--- config.mk ---
export PLATFORM = sky130hd
export DESIGN_NAME = scan_block_capture
export DESIGN_NICKNAME = d
export VERILOG_FILES = /design/src/rtl/bcap_pkg.sv /design/src/rtl/bcap_pos_counter.sv /design/src/rtl/bcap_ctrl.sv /design/src/rtl/bcap_ovf_track.sv /design/src/rtl/scan_block_capture.sv
export SDC_FILE = /design/constraint.sdc
export NUM_CORES = 1
export LEC_CHECK = 0
export ABC_AREA = 1
export BUFFER_PORTS_ARGS = -buffer_cell sky130_fd_sc_hd__buf_2
export CORE_AREA = 2 2 55 57
export CTS_BUF_LIST = sky130_fd_sc_hd__clkbuf_4
export CTS_CLUSTER_SIZE = 8
export DETAILED_ROUTE_END_ITERATION = 8
export DIE_AREA = 0 0 57 59
export PLACE_DENSITY_LB_ADDON = 0.25
export REMOVE_ABC_BUFFERS = 1
export SYNTH_ARGS = -nofsm -noshare
export SYNTH_HDL_FRONTEND = slang
export SYNTH_SLANG_ARGS = --single-unit
--- constraint.sdc ---
create_clock -name clk -period 1.5 [get_ports clk]
set_clock_uncertainty 0.15 [all_clocks]
set_input_delay 0.225 -clock clk [delete_from_list [all_inputs] [get_ports clk]]
set_output_delay 0.225 -clock clk [all_outputs]
set_load 0.05 [all_outputs]
--- src/rtl/bcap_pkg.sv ---
// Package: shared types for the block capture.
// Assumes: nothing beyond IEEE 1800-2017.
package bcap_pkg;

    // Control states of the capture sequencer
    typedef enum logic [1:0] {
        ST_IDLE    = 2'd0,
        ST_ARMED   = 2'd1,
        ST_CAPTURE = 2'd2
    } bcap_state_e;

endpackage

--- src/rtl/bcap_pos_counter.sv ---
// Module: bcap_pos_counter
// Tracks the channel and scan position inside a block and flags the final
// sample. The flat position is scan*NUM_CH + chan.
// Assumes: samples arrive in channel order; NUM_CH >= 2, NUM_SCANS >= 2.
module bcap_pos_counter #(
    parameter int NUM_CH    = 16,
    parameter int NUM_SCANS = 120
) (
    input  logic clk,
    input  logic rst_n,
    input  logic clear,
    input  logic step,
    output logic last_o
);
    localparam int BLOCK_LEN = NUM_CH * NUM_SCANS;
    localparam int CH_W      = (NUM_CH > 1) ? $clog2(NUM_CH) : 1;
    localparam int SCAN_W    = (NUM_SCANS > 1) ? $clog2(NUM_SCANS) : 1;
    localparam int IDX_W     = $clog2(BLOCK_LEN + 1);
    localparam logic [CH_W-1:0]  CH_LAST = CH_W'(NUM_CH - 1);
    localparam logic [IDX_W-1:0] NCH_L   = IDX_W'(NUM_CH);
    localparam logic [IDX_W-1:0] IDX_END = IDX_W'(BLOCK_LEN - 1);

    logic [CH_W-1:0]   chan_q;
    logic [SCAN_W-1:0] scan_q;
    logic [IDX_W-1:0]  idx;

    // Flat sample position from scan and channel
    always_comb begin
        idx = IDX_W'(scan_q) * NCH_L + IDX_W'(chan_q);
    end

    assign last_o = (idx == IDX_END);

    // Advance channel, then scan, on each taken sample
    always_ff @(posedge clk) begin
        if (!rst_n || clear) begin
            chan_q <= '0;
            scan_q <= '0;
        end else if (step) begin
            if (chan_q == CH_LAST) begin
                chan_q <= '0;
                scan_q <= scan_q + 1'b1;
            end else begin
                chan_q <= chan_q + 1'b1;
            end
        end
    end
endmodule

--- src/rtl/bcap_ctrl.sv ---
// Module: bcap_ctrl
// Sequencer: idle until requested, armed until a scan start on channel 0,
// then capturing until the final sample. Produces the done pulse.
// Assumes: host_req is a single-cycle pulse; last is valid with accept.
module bcap_ctrl
    import bcap_pkg::*;
(
    input  logic        clk,
    input  logic        rst_n,
    input  logic        host_req,
    input  logic        smp_valid,
    input  logic        start_hit,
    input  logic        last,
    output bcap_state_e state_o,
    output logic        accept_o,
    output logic        block_start_o,
    output logic        busy_o,
    output logic        done_o
);
    bcap_state_e state_q;

    // A sample is taken in capture, or as the aligned first sample when armed
    always_comb begin
        block_start_o = (state_q == ST_ARMED) && start_hit;
        accept_o      = block_start_o || ((state_q == ST_CAPTURE) && smp_valid);
    end

    // State transitions; requests outside idle are ignored
    always_ff @(posedge clk) begin
        if (!rst_n) begin
            state_q <= ST_IDLE;
        end else begin
            case (state_q)
                ST_IDLE:    if (host_req) state_q <= ST_ARMED;
                ST_ARMED:   if (accept_o) state_q <= last ? ST_IDLE : ST_CAPTURE;
                ST_CAPTURE: if (accept_o && last) state_q <= ST_IDLE;
                default:    state_q <= ST_IDLE;
            endcase
        end
    end

    // One-cycle completion pulse after the final sample
    always_ff @(posedge clk) begin
        if (!rst_n) done_o <= 1'b0;
        else        done_o <= accept_o && last;
    end

    assign state_o = state_q;
    assign busy_o  = (state_q != ST_IDLE);
endmodule

--- src/rtl/bcap_ovf_track.sv ---
// Module: bcap_ovf_track
// Sticky record of samples lost to a full FIFO within the current block,
// reported alongside the done pulse.
// Assumes: block_start coincides with the first accepted sample.
module bcap_ovf_track (
    input  logic clk,
    input  logic rst_n,
    input  logic block_start,
    input  logic accept,
    input  logic fifo_full,
    input  logic last,
    output logic ovf_o
);
    logic sticky_q;

    // Restart on the first sample, then accumulate losses
    always_ff @(posedge clk) begin
        if (!rst_n)           sticky_q <= 1'b0;
        else if (block_start) sticky_q <= fifo_full;
        else if (accept && fifo_full) sticky_q <= 1'b1;
    end

    // Report the loss state together with completion
    always_ff @(posedge clk) begin
        if (!rst_n) ovf_o <= 1'b0;
        else        ovf_o <= accept && last && ((sticky_q && !block_start) || fifo_full);
    end
endmodule

--- src/rtl/scan_block_capture.sv ---
// Module: scan_block_capture (top)
// Host-gated capture of one aligned, interleaved block of scans into an
// outbound FIFO. Writes pass through combinationally; lost samples still
// count toward the block length.
// Assumes: fifo_full reflects whether a write in this cycle would be taken;
// the front end delivers channels 0..NUM_CH-1 in order within a scan.
module scan_block_capture
    import bcap_pkg::*;
#(
    parameter int NUM_CH    = 16,
    parameter int NUM_SCANS = 120,
    parameter int SAMPLE_W  = 24,
    parameter int CH_W      = (NUM_CH > 1) ? $clog2(NUM_CH) : 1
) (
    input  logic                clk,
    input  logic                rst_n,
    input  logic                host_req,
    input  logic                smp_valid,
    input  logic                smp_first,
    input  logic [CH_W-1:0]     smp_chan,
    input  logic [SAMPLE_W-1:0] smp_data,
    input  logic                fifo_full,
    output logic                fifo_wr_en,
    output logic [SAMPLE_W-1:0] fifo_wr_data,
    output logic                busy,
    output logic                blk_done,
    output logic                blk_ovf
);
    localparam int BLOCK_LEN = NUM_CH * NUM_SCANS;

    bcap_state_e state;
    logic        start_hit;
    logic        accept;
    logic        block_start;
    logic        last;
    logic        pos_clear;

    // Aligned start: strobed sample on channel 0
    assign start_hit = smp_valid && smp_first && (smp_chan == '0);
    assign pos_clear = (state == ST_IDLE);

    bcap_ctrl u_ctrl (
        .clk           (clk),
        .rst_n         (rst_n),
        .host_req      (host_req),
        .smp_valid     (smp_valid),
        .start_hit     (start_hit),
        .last          (last),
        .state_o       (state),
        .accept_o      (accept),
        .block_start_o (block_start),
        .busy_o        (busy),
        .done_o        (blk_done)
    );

    bcap_pos_counter #(
        .NUM_CH    (NUM_CH),
        .NUM_SCANS (NUM_SCANS)
    ) u_pos (
        .clk    (clk),
        .rst_n  (rst_n),
        .clear  (pos_clear),
        .step   (accept),
        .last_o (last)
    );

    bcap_ovf_track u_ovf (
        .clk         (clk),
        .rst_n       (rst_n),
        .block_start (block_start),
        .accept      (accept),
        .fifo_full   (fifo_full),
        .last        (last),
        .ovf_o       (blk_ovf)
    );

    // Drop rather than overwrite when the FIFO is full
    assign fifo_wr_en   = accept && !fifo_full;
    assign fifo_wr_data = smp_data;
endmodule

==> flow_metrics.tcl, run 1 <==
set metrics [dict create \
    outcome "complete, but fails checks" \
    failed_checks "negative setup slack" \
    syn2layout_area_growth_pct 10.7 \
    clk_pin_slew_ns 0.08 \
    post-route-worst-setup-slack_ns -0.0649 \
    slew_viol_final 0 \
    worstPathRequired_ns 1.12 \
    nets 193 \
    slew_headroom 0.829 \
    diodes 0 \
    p_leak_nw 0.503 \
    synth_warnings 0 \
    synth_fa_ha_area_frac 0.0238 \
    drtAntennaViolNets 0 \
    power.density_mw_per_mm2 668 \
    vias 915 \
    worstSetupStartpointType "register" \
    grt_pass1_vias 836 \
    htree_levels 1 \
    ioPinCount 62 \
    clock_latency_ns 0.29 \
    cap_viol_max_count 0 \
    avgSynthCellArea_um2 7.02 \
    slowest_stage "dfxtp_2" \
    multi_input_area_um2 528 \
    ys_ff_latch 16 \
    grt_pass1_wl_um 4020 \
    synth_xor_area_frac 0.0166 \
    place_ws_ns 0.0402 \
    ctsLongestPathBuffers 2 \
    grt_max_degree 11 \
    synth_area_mm2 0.00105 \
    yosys.area.top_type "dfxtp_1" \
    routed_wl_um 2580 \
    fillers 290 \
    via_per_inst 4.89 \
    yosys.area_share.simple 0.325 \
    wl_per_cell_um 13.8 \
    seqCellArea_um2 325 \
    die_y_um 59 \
    synth_top_family_by_area "simple AND/OR/NAND/NOR gates" \
    min_path_type "in2reg" \
    synth_edf_count 0 \
    async_flop_share 0 \
    max_freq_mhz 639 \
    dpl_cell_area_mm2 0.00105 \
    synth_top_area_frac 0.304 \
    synth_compound_gate_area_share 0.0903 \
    drive_gt1_frac 0.321 \
    drt_iter0_drc 23 \
    synth_common_cells "nand2_1, buf_4, a21oi_1, dfxtp_1, inv_1" \
    fin_tns_setup_ns -0.0649 \
    drc 0 \
    path_cells "inv_2 > nor2_2 > nand2_2 > a21oi_4 > buf_6" \
    gr-total-overflow 0 \
    peakVddDrop_mv 0.478 \
    worst_pin_slew_ns 0.257 \
    hold_viol_final 0 \
    crit_type "reg2out" \
    syn_inst 150 \
    dpl.hpwl_um 1960 \
    final_util 0.430 \
    setup_violations 1 \
    rows 19 \
    synthFlopType "dfxtp_1" \
    rsz0062_at_grt "true" \
    critPathMaxStageDelay_ns 0.34 \
    dieArea_mm2 0.00336 \
    ctsRootBufferMaster "clkbuf_4" \
    grt_usage 0.161 \
    critPathCaptureType "primary output" \
    cts.sinks 16 \
    fin_crit_ns 1.56 \
    synth_mux_area_frac 0 \
    synth_most_common_cell "nand2_1" \
    antenna_found_initial 0 \
    core_mm2 0.00271 \
    cts_buffers 3 \
    synth_cell_type_count 21 \
    gp_congestion 0.854 \
    initial_core_util 0.389 \
    ys_top_cells_by_area "dfxtp_1, buf_4, nand2_1" \
    cp_max_fo 2 \
    arrival_ns 1.19 \
    cts_tree "done" \
    fp.dieW_um 57 \
    stdcell_area_mm2 0.00117 \
    yosysSeqAreaShare 0.304 \
    period_share 1.04 \
    drt_pass1_iterations 4 \
    numPortBuffers 13 \
]
## stage by stage
| stage | hold slack, ns | std cells | power [W] |
|---|---|---|---|
| after floorplan | 0.211 | 124 | 0.000508 |
| after global placement | 0.301 | 180 | 0.000543 |
| after detailed placement | 0.301 | 180 | 0.000543 |
| after CTS | 0.0423 | 186 | 0.000791 |
| after global routing | 0.0388 | 187 | 0.000831 |
| final | 0.0530 | 187 | 0.000779 |
## per-layer routing
metal  track usage  up-vias  wire, um
met2         0.195       45      1010
met3         0.122        2       349
met1         0.224      404      1210
met5             0        -         0
li1              -      464         -
met4        0.0299        0        15
## flip-flops by register name, indices dropped and copies added (netlist names)
name	flops
u_ovf.sticky_q	1
u_pos.scan_q	7
u_ovf.ovf_o	1
u_pos.chan_q	4
u_ctrl.done_o	1
u_ctrl.state_o	2
## placed cells by master (no fill, tap or decap), drive strengths merged
master and n:
nand3b 2, a21oi 16, nor2 16, nand4 2
inv 14, ha 2, dfxtp 16, nand2b 1
nor3 1, buf 28, nand3 13, xor2 2
clkinv 1, clkbuf 3, o21ai 3, nand2 36
## kinds of logic after synthesis
family                     Yosys count
AOI/OAI and AO/OA                   19
xor gates and xnor gates             2
adders and majority gates            2
buffers and inverters               40
DFF                                 16
and+or+nand+nor                     71
## area by class of cell
cell class	instances	area share
tap	31	0.0333
timing repair buffer	28	0.167
clock buffer	3	0.0193
clock inverter	1	0.00322
sequential	16	0.279
inverter	14	0.0451
multi-input combinational	94	0.453
## final timing paths
kind              depth (start not counted)                              to                            from  slack (ns)
hold / removal                            3  u_ctrl.state_o[0]$_SDFFE_PN0P_                        host_req        0.05
hold reg to reg                           2    u_pos.scan_q[5]$_SDFFE_PP0P_    u_pos.scan_q[5]$_SDFFE_PP0P_        0.35
setup reg to reg                          8    u_pos.scan_q[2]$_SDFFE_PP0P_  u_ctrl.state_o[1]$_SDFFE_PN0P_        0.10
setup / recovery                          5                      fifo_wr_en  u_ctrl.state_o[1]$_SDFFE_PN0P_       -0.06
## worst max-delay path: cells and delay by family (launching register included)
kind | cells | cell delay (ns)
AO/OA/AOI/OAI | 1 | 0.15
buffers and inverters | 2 | 0.21
flip-flops | 1 | 0.34
AND/OR/NAND/NOR | 2 | 0.20
## power breakdown
part | internal (W) | leakage [nW] | switching (W) | total, W
registers | 0.000431 | 0.131 | 0.00000451 | 0.000435
logic | 0.0000402 | 0.357 | 0.0000712 | 0.000111
clock network | 0.0000967 | 0.0154 | 0.000135 | 0.000232
total | 0.000568 | 0.503 | 0.000211 | 0.000779
## repair_timing
| item | 4_1_cts | 5_1_grt |
|---|---|---|
| hold buffers | 0 | 0 |
| resized for setup | 9 | 11 |
| endpoints found under the setup margin | 1 | 14 |
| buffers inserted | 2 | 1 |
| pin swaps | 2 | 2 |
(Power assumes the default switching activity.)
==> run 2, diff against run 1 <==
--- a/config.mk
+++ b/config.mk
@@ -5,13 +5,12 @@
 export SDC_FILE = /design/constraint.sdc
 export NUM_CORES = 1
 export LEC_CHECK = 0
-export ABC_AREA = 1
 export BUFFER_PORTS_ARGS = -buffer_cell sky130_fd_sc_hd__buf_2
-export CORE_AREA = 2 2 55 57
+export CORE_AREA = 2 2 53 55
 export CTS_BUF_LIST = sky130_fd_sc_hd__clkbuf_4
 export CTS_CLUSTER_SIZE = 8
 export DETAILED_ROUTE_END_ITERATION = 8
-export DIE_AREA = 0 0 57 59
+export DIE_AREA = 0 0 55 57
 export PLACE_DENSITY_LB_ADDON = 0.25
 export REMOVE_ABC_BUFFERS = 1
 export SYNTH_ARGS = -nofsm -noshare
==> run 2 against run 1 <==
Against the previous run: the run still ends with negative setup slack left; largest cell class unchanged; non-clock buffer count grew 9; routed wire length grew 2.0%; largest power group unchanged; global-route usage grew 2.5 points; total power shrank 7.6%.
==> flow_metrics.tcl, run 2 <==
set metrics [dict create \
    die_y_um 57 \
    slew_viol_final 0 \
    crit_type "reg2out" \
    vias 861 \
    grt_pass1_wl_um 4070 \
    fin_crit_ns 1.70 \
    yosys.area_share.simple 0.260 \
    synth_most_common_cell "buf_4" \
    diodes 0 \
    avgSynthCellArea_um2 8.28 \
    layout_common_cells "buf_4, buf_2, nand2_1, a21oi_1, dfxtp_1" \
    synth_cell_type_count 27 \
    gr-total-overflow 0 \
    setup_violations 13 \
    p_clk_frac 0.320 \
    initial_core_util 0.364 \
    place_ws_ns -0.306 \
    htree_levels 1 \
    arrival_ns 1.33 \
    dpl.hpwl_um 1880 \
    async_flop_share 0 \
    drive_gt1_frac 0.515 \
    synth_area_um2 952 \
    min_from "fifo_full" \
    cp_max_fo 4 \
    synth_top_area_frac 0.336 \
    synth_common_cells "buf_4, dfxtp_1, a21oi_1, nand2_1, o21ai_0" \
    max_freq_mhz 588 \
    nets 167 \
    comb_power_share 0.086 \
    synth_top_family_by_area "simple AND/OR/NAND/NOR gates" \
    ctsLongestPathBuffers 2 \
    synth_mux_area_frac 0 \
    yosysSeqAreaShare 0.336 \
    final_common_cell "buf_4" \
    final_cells 161 \
    period_share 1.13 \
    min_path_type "in2reg" \
    p_sw_frac 0.234 \
    grt_usage 0.186 \
    placedCellCount 149 \
    numPortBuffers 13 \
    gp_congestion 0.727 \
    syn2layout_area_growth_pct 27.1 \
    worstSetupStartpointType "register" \
    grt_max_degree 11 \
    intPower_w 0.000551 \
    rows 19 \
    clk_pin_slew_ns 0.10 \
    p_seq_frac 0.594 \
    clock_latency_ns 0.29 \
    cts_buffers 3 \
    post-route-worst-setup-slack_ns -0.202 \
    fin_tns_setup_ns -1.61 \
    syn_inst 115 \
    reg2reg_depth 5 \
    routed_wl_um 2630 \
    regMostFlops "u_pos.scan_q" \
    critPathCaptureType "primary output" \
    synth_edf_count 0 \
    synth_compound_gate_area_share 0.173 \
    dpl_cell_area_um2 986 \
    timing.rr.start "u_pos.chan_q[0]$_SDFFE_PP0P_" \
    grt_pass1_vias 844 \
    yosys.area.top_type "dfxtp_1" \
    cts_tree "done" \
    cap_viol_max_count 0 \
    p_total_w 0.000719 \
    fp.dieW_um 55 \
    failed_checks "negative setup slack" \
    cts.sinks 16 \
    via_per_inst 5.35 \
    ys_top_cells_by_area "dfxtp_1, buf_4, a21oi_1" \
    fillers 269 \
    drtAntennaViolNets 0 \
    hold_buffers 0 \
    min_delay_path_depth 3 \
    drt_iter0_drc 13 \
    synthFlopType "dfxtp_1" \
    peakVddDrop_mv 0.505 \
    whs_endpoint "u_ovf.sticky_q$_SDFFE_PN0P_" \
    crit-reg2reg-capture "u_pos.scan_q[6]$_SDFFE_PP0P_" \
    worst_pin_slew_ns 0.424 \
    r2r_slack_ns -0.18 \
    hold_viol_final 0 \
    rsz0062_at_grt "true" \
    dieArea_mm2 0.00314 \
    synth_xor_area_frac 0 \
    drt_pass1_iterations 4 \
    power.density_mw_per_mm2 595 \
    wl_per_cell_um 16.3 \
    synth_warnings 0 \
    ctsRootBufferMaster "clkbuf_4" \
    ys_ff_latch 16 \
    synth_fa_ha_area_frac 0.0263 \
    worstPathRequired_ns 1.12 \
    core_mm2 0.00262 \
    antenna_found_initial 0 \
    p_leak_nw 0.426 \
    drc 0 \
    outcome "complete, but fails checks" \
    slew_headroom 0.717 \
    ioPinCount 62 \
    largest_register_ffs 7 \
    p_sw_w 0.000168 \
    stdcell_area_mm2 0.00121 \
]
## run 2: critical path, stage by stage (launching register included)
cell and delay (ns):
dfxtp_2 0.35, and4bb_2 0.24, a22oi_2 0.21, nor2_1 0.09, buf_6 0.16
## run 2: worst max path at each step
| stage | startpoint | endpoint | slack [ns] | depth (start not counted) |
|---|---|---|---|---|
| finish | u_ctrl.state_o[0]$_SDFFE_PN0P_ | fifo_wr_en | -0.20 | 4 |
| CTS | u_ctrl.state_o[1]$_SDFFE_PN0P_ | fifo_wr_en | -0.20 | 4 |
| floorplan | u_ctrl.state_o[1]$_SDFFE_PN0P_ | fifo_wr_en | -0.43 | 3 |
| detailed placement | u_ctrl.state_o[1]$_SDFFE_PN0P_ | u_pos.scan_q[4]$_SDFFE_PP0P_ | -0.31 | 4 |
| global placement | u_ctrl.state_o[1]$_SDFFE_PN0P_ | u_pos.scan_q[5]$_SDFFE_PP0P_ | -0.24 | 4 |
| global route | u_ctrl.state_o[0]$_SDFFE_PN0P_ | fifo_wr_en | -0.25 | 4 |
## run 2: what timing repair did
| action | CTS | global route |
|---|---|---|
| endpoints found under the setup margin | 17 | 17 |
| resized for setup | 31 | 8 |
| buffers inserted | 7 | 0 |
| gates cloned | 1 | 0 |
| pin swaps | 24 | 3 |
## run 2: area by class of cell
class                   instances  area, um2  area share
multi-input cells              72        533       0.441
well taps                      31       38.8      0.0321
clock buffers                   3       22.5      0.0186
repair buffers                 37        278       0.230
inverters                       1       3.75     0.00310
flip-flops and latches         16        330       0.273
clock inverters                 1       3.75     0.00310
## run 2: routing by layer
layer / share of wire / wire length (um) / track usage / up-vias
met5: 0 / 0 / 0 / -
met4: 0.0038 / 10 / 0.0627 / 0
met3: 0.12 / 323 / 0.131 / 2
met2: 0.45 / 1180 / 0.238 / 46
met1: 0.43 / 1120 / 0.246 / 398
li1: - / - / - / 415
## run 2: cell families (layout without fill, tap and decap cells)
group,count (synthesis),after routing
adder cells (fa/ha/maj),2,2
AO/OA/AOI/OAI,28,28
buffers and inverters,27,42
AND/OR/NAND/NOR,42,42
flip-flops,16,16
## run 2: power groups by stage
stage               clock [W]  sequential, W  combinational (W)
CTS                  0.000244       0.000429          0.0000616
finish               0.000230       0.000427          0.0000617
global placement            0       0.000438          0.0000512
detailed placement          0       0.000438          0.0000520
global route         0.000273       0.000428          0.0000671
floorplan                   0       0.000438          0.0000255
## run 2: stage by stage
step	util	hold WS [ns]
final	0.463	0.0656
after floorplan	-	0.213
after global placement	0.377	0.301
after detailed placement	0.377	0.301
after global routing	0.463	0.0740
after CTS	0.450	0.0551
==> run 3, diff against run 2 <==
--- a/config.mk
+++ b/config.mk
@@ -5,14 +5,14 @@
 export SDC_FILE = /design/constraint.sdc
 export NUM_CORES = 1
 export LEC_CHECK = 0
+export ABC_AREA = 1
 export BUFFER_PORTS_ARGS = -buffer_cell sky130_fd_sc_hd__buf_2
-export CORE_AREA = 2 2 53 55
+export CORE_AREA = 2 2 55 57
 export CTS_BUF_LIST = sky130_fd_sc_hd__clkbuf_4
 export CTS_CLUSTER_SIZE = 8
 export DETAILED_ROUTE_END_ITERATION = 8
-export DIE_AREA = 0 0 55 57
+export DIE_AREA = 0 0 57 59
 export PLACE_DENSITY_LB_ADDON = 0.25
-export REMOVE_ABC_BUFFERS = 1
 export SYNTH_ARGS = -nofsm -noshare
 export SYNTH_HDL_FRONTEND = slang
 export SYNTH_SLANG_ARGS = --single-unit
==> run 3 against run 2 <==
Against the previous run: the flow still finishes with violations (negative setup slack); non-clock buffer count shrank 10; critical path depth up 2; combinational power grew 86%; critical endpoint unchanged; largest cell class unchanged; largest power group unchanged.
==> flow_metrics.tcl, run 3 (synthesis gave the netlist of run 1 again) <==
set metrics [dict create \
    outcome "complete, but fails checks" \
    failed_checks "negative setup slack" \
    worstSetupStartpointType "register" \
    p_leak_nw 0.497 \
    arrival_ns 1.21 \
    worstPathRequired_ns 1.12 \
    clock_latency_ns 0.28 \
    rows 19 \
    wl_per_cell_um 12.1 \
    syn2layout_area_growth_pct 9.74 \
    grt_pass1_wl_um 3770 \
    path_buf_inv 2 \
    critical_path.top_delay_family "flip-flops" \
    ctsRootBufferMaster "clkbuf_4" \
    grt_max_degree 11 \
    path_cells "inv_2 > nand2_2 > nor2_4 > nand2_4 > a21oi_4 > buf_6" \
    hold_buffers 0 \
    post-route-worst-setup-slack_ns -0.0806 \
    via_per_inst 4.93 \
    drc 0 \
    slowest_stage "dfxtp_2" \
    drt_iter0_drc 25 \
    numPortBuffers 13 \
    drtAntennaViolNets 0 \
    syn_nets 186 \
    gp_congestion 0.783 \
    largest_register_ffs 7 \
    ctsLongestPathBuffers 2 \
    slew_headroom 0.807 \
    max_freq_mhz 633 \
    critPathCaptureType "primary output" \
    cts_buffers 3 \
    routed_wl_um 2230 \
    ioPinCount 62 \
    antenna_found_initial 0 \
    period_share 1.05 \
    worst_pin_slew_ns 0.289 \
    dpl.hpwl_um 1590 \
    drive_gt1_frac 0.325 \
    gr-total-overflow 0 \
    regMostFlops "u_pos.scan_q" \
    clk_pin_slew_ns 0.09 \
    fin_crit_ns 1.58 \
    htree_levels 1 \
    initial_core_util 0.389 \
    die_y_um 59 \
    cp_max_fo 2 \
    setup_violations 1 \
    peakVddDrop_mv 0.555 \
    slew_viol_final 0 \
    diodes 0 \
    grt_usage 0.144 \
    final_common_cell "nand2_1" \
    drt_pass1_iterations 4 \
    place_ws_ns 0.0164 \
    grt_pass1_vias 913 \
    rsz0062_at_grt "true" \
    power.density_mw_per_mm2 674 \
    fillers 295 \
    cap_viol_max_count 0 \
    layout_common_cells "nand2_1, dfxtp_1, inv_1" \
    vias 912 \
    fp.dieW_um 57 \
    hold_viol_final 0 \
    nets 192 \
    core_mm2 0.00271 \
    cts.sinks 16 \
    cts_tree "done" \
    crit_type "reg2out" \
    critPathMaxStageDelay_ns 0.33 \
    hold_ws_ns 0.0416 \
    min_path_type "in2reg" \
    placedCellCount 180 \
    dieArea_mm2 0.00336 \
    final_cells 185 \
    p_total_w 0.000779 \
    fin_tns_setup_ns -0.0806 \
]
==> run 3: cell types whose count changed in the layout (fill, tap and decap cells not counted), moves of 3 or more <==
| cell | previous run | this run |
|---|---|---|
| nand2_1 | 11 | 31 |
| inv_1 | 1 | 13 |
| nand3_1 | 3 | 12 |
| nor2_1 | 4 | 12 |
| buf_4 | 18 | 12 |
| o21ai_0 | 7 | 2 |
| buf_6 | 6 | 2 |
| dfxtp_1 | 10 | 14 |
| or3_1 | 4 | 0 |
| dfxtp_2 | 5 | 2 |
==> run 3: through the flow <==
stage	util	area, um2
6_report	0.427	1160
4_1_cts	0.411	1110
3_3_place_gp	0.391	1060
3_5_place_dp	0.391	1060
5_1_grt	0.427	1160
2_1_floorplan	-	1060
==> run 3: per-layer routing <==
metal | vias up | track usage | wire, um
met5 | - | 0 | 0
li1 | 464 | - | -
met4 | 0 | 0.0532 | 47
met2 | 26 | 0.259 | 1050
met3 | 12 | 0.0524 | 169
met1 | 410 | 0.154 | 958
==> run 3: power breakdown <==
group	leakage, nW	internal (W)	switching (W)
Combinational	0.353	0.0000406	0.0000742
Sequential	0.130	0.000431	0.00000456
Clock	0.0138	0.0000933	0.000136
==> run 3: worst min-delay path: stages <==
cell,delay [ns]
buf_2,0.11
o21ai_1,0.07
nor2_1,0.04
==> run 3: timing repair <==
item,in CTS,in global routing
buffers inserted,2,0
setup endpoints to repair,1,16
gates resized for setup,8,11
pin swaps,3,1
==> run 3: path summary, 6_finish.rpt <==
check                           cells after the start  slack (ns)                           start                      endpoint
worst max-delay path                                6       -0.08  u_ctrl.state_o[1]$_SDFFE_PN0P_                    fifo_wr_en
worst min-delay path                                3        0.04                           rst_n   u_ovf.sticky_q$_SDFFE_PN0P_
worst max register to register                      9        0.06  u_ctrl.state_o[1]$_SDFFE_PN0P_  u_pos.scan_q[3]$_SDFFE_PP0P_
worst min register to register                      2        0.35    u_pos.scan_q[6]$_SDFFE_PP0P_  u_pos.scan_q[6]$_SDFFE_PP0P_
==> run 3: cell type report <==
type / instances / area, um2 / area share
timing repair buffer: 27 / 188 / 0.162
inverter: 14 / 52.6 / 0.0455
sequential: 16 / 323 / 0.279
tap: 31 / 38.8 / 0.0335
clock buffer: 3 / 22.5 / 0.0195
multi-input combinational: 94 / 532 / 0.460
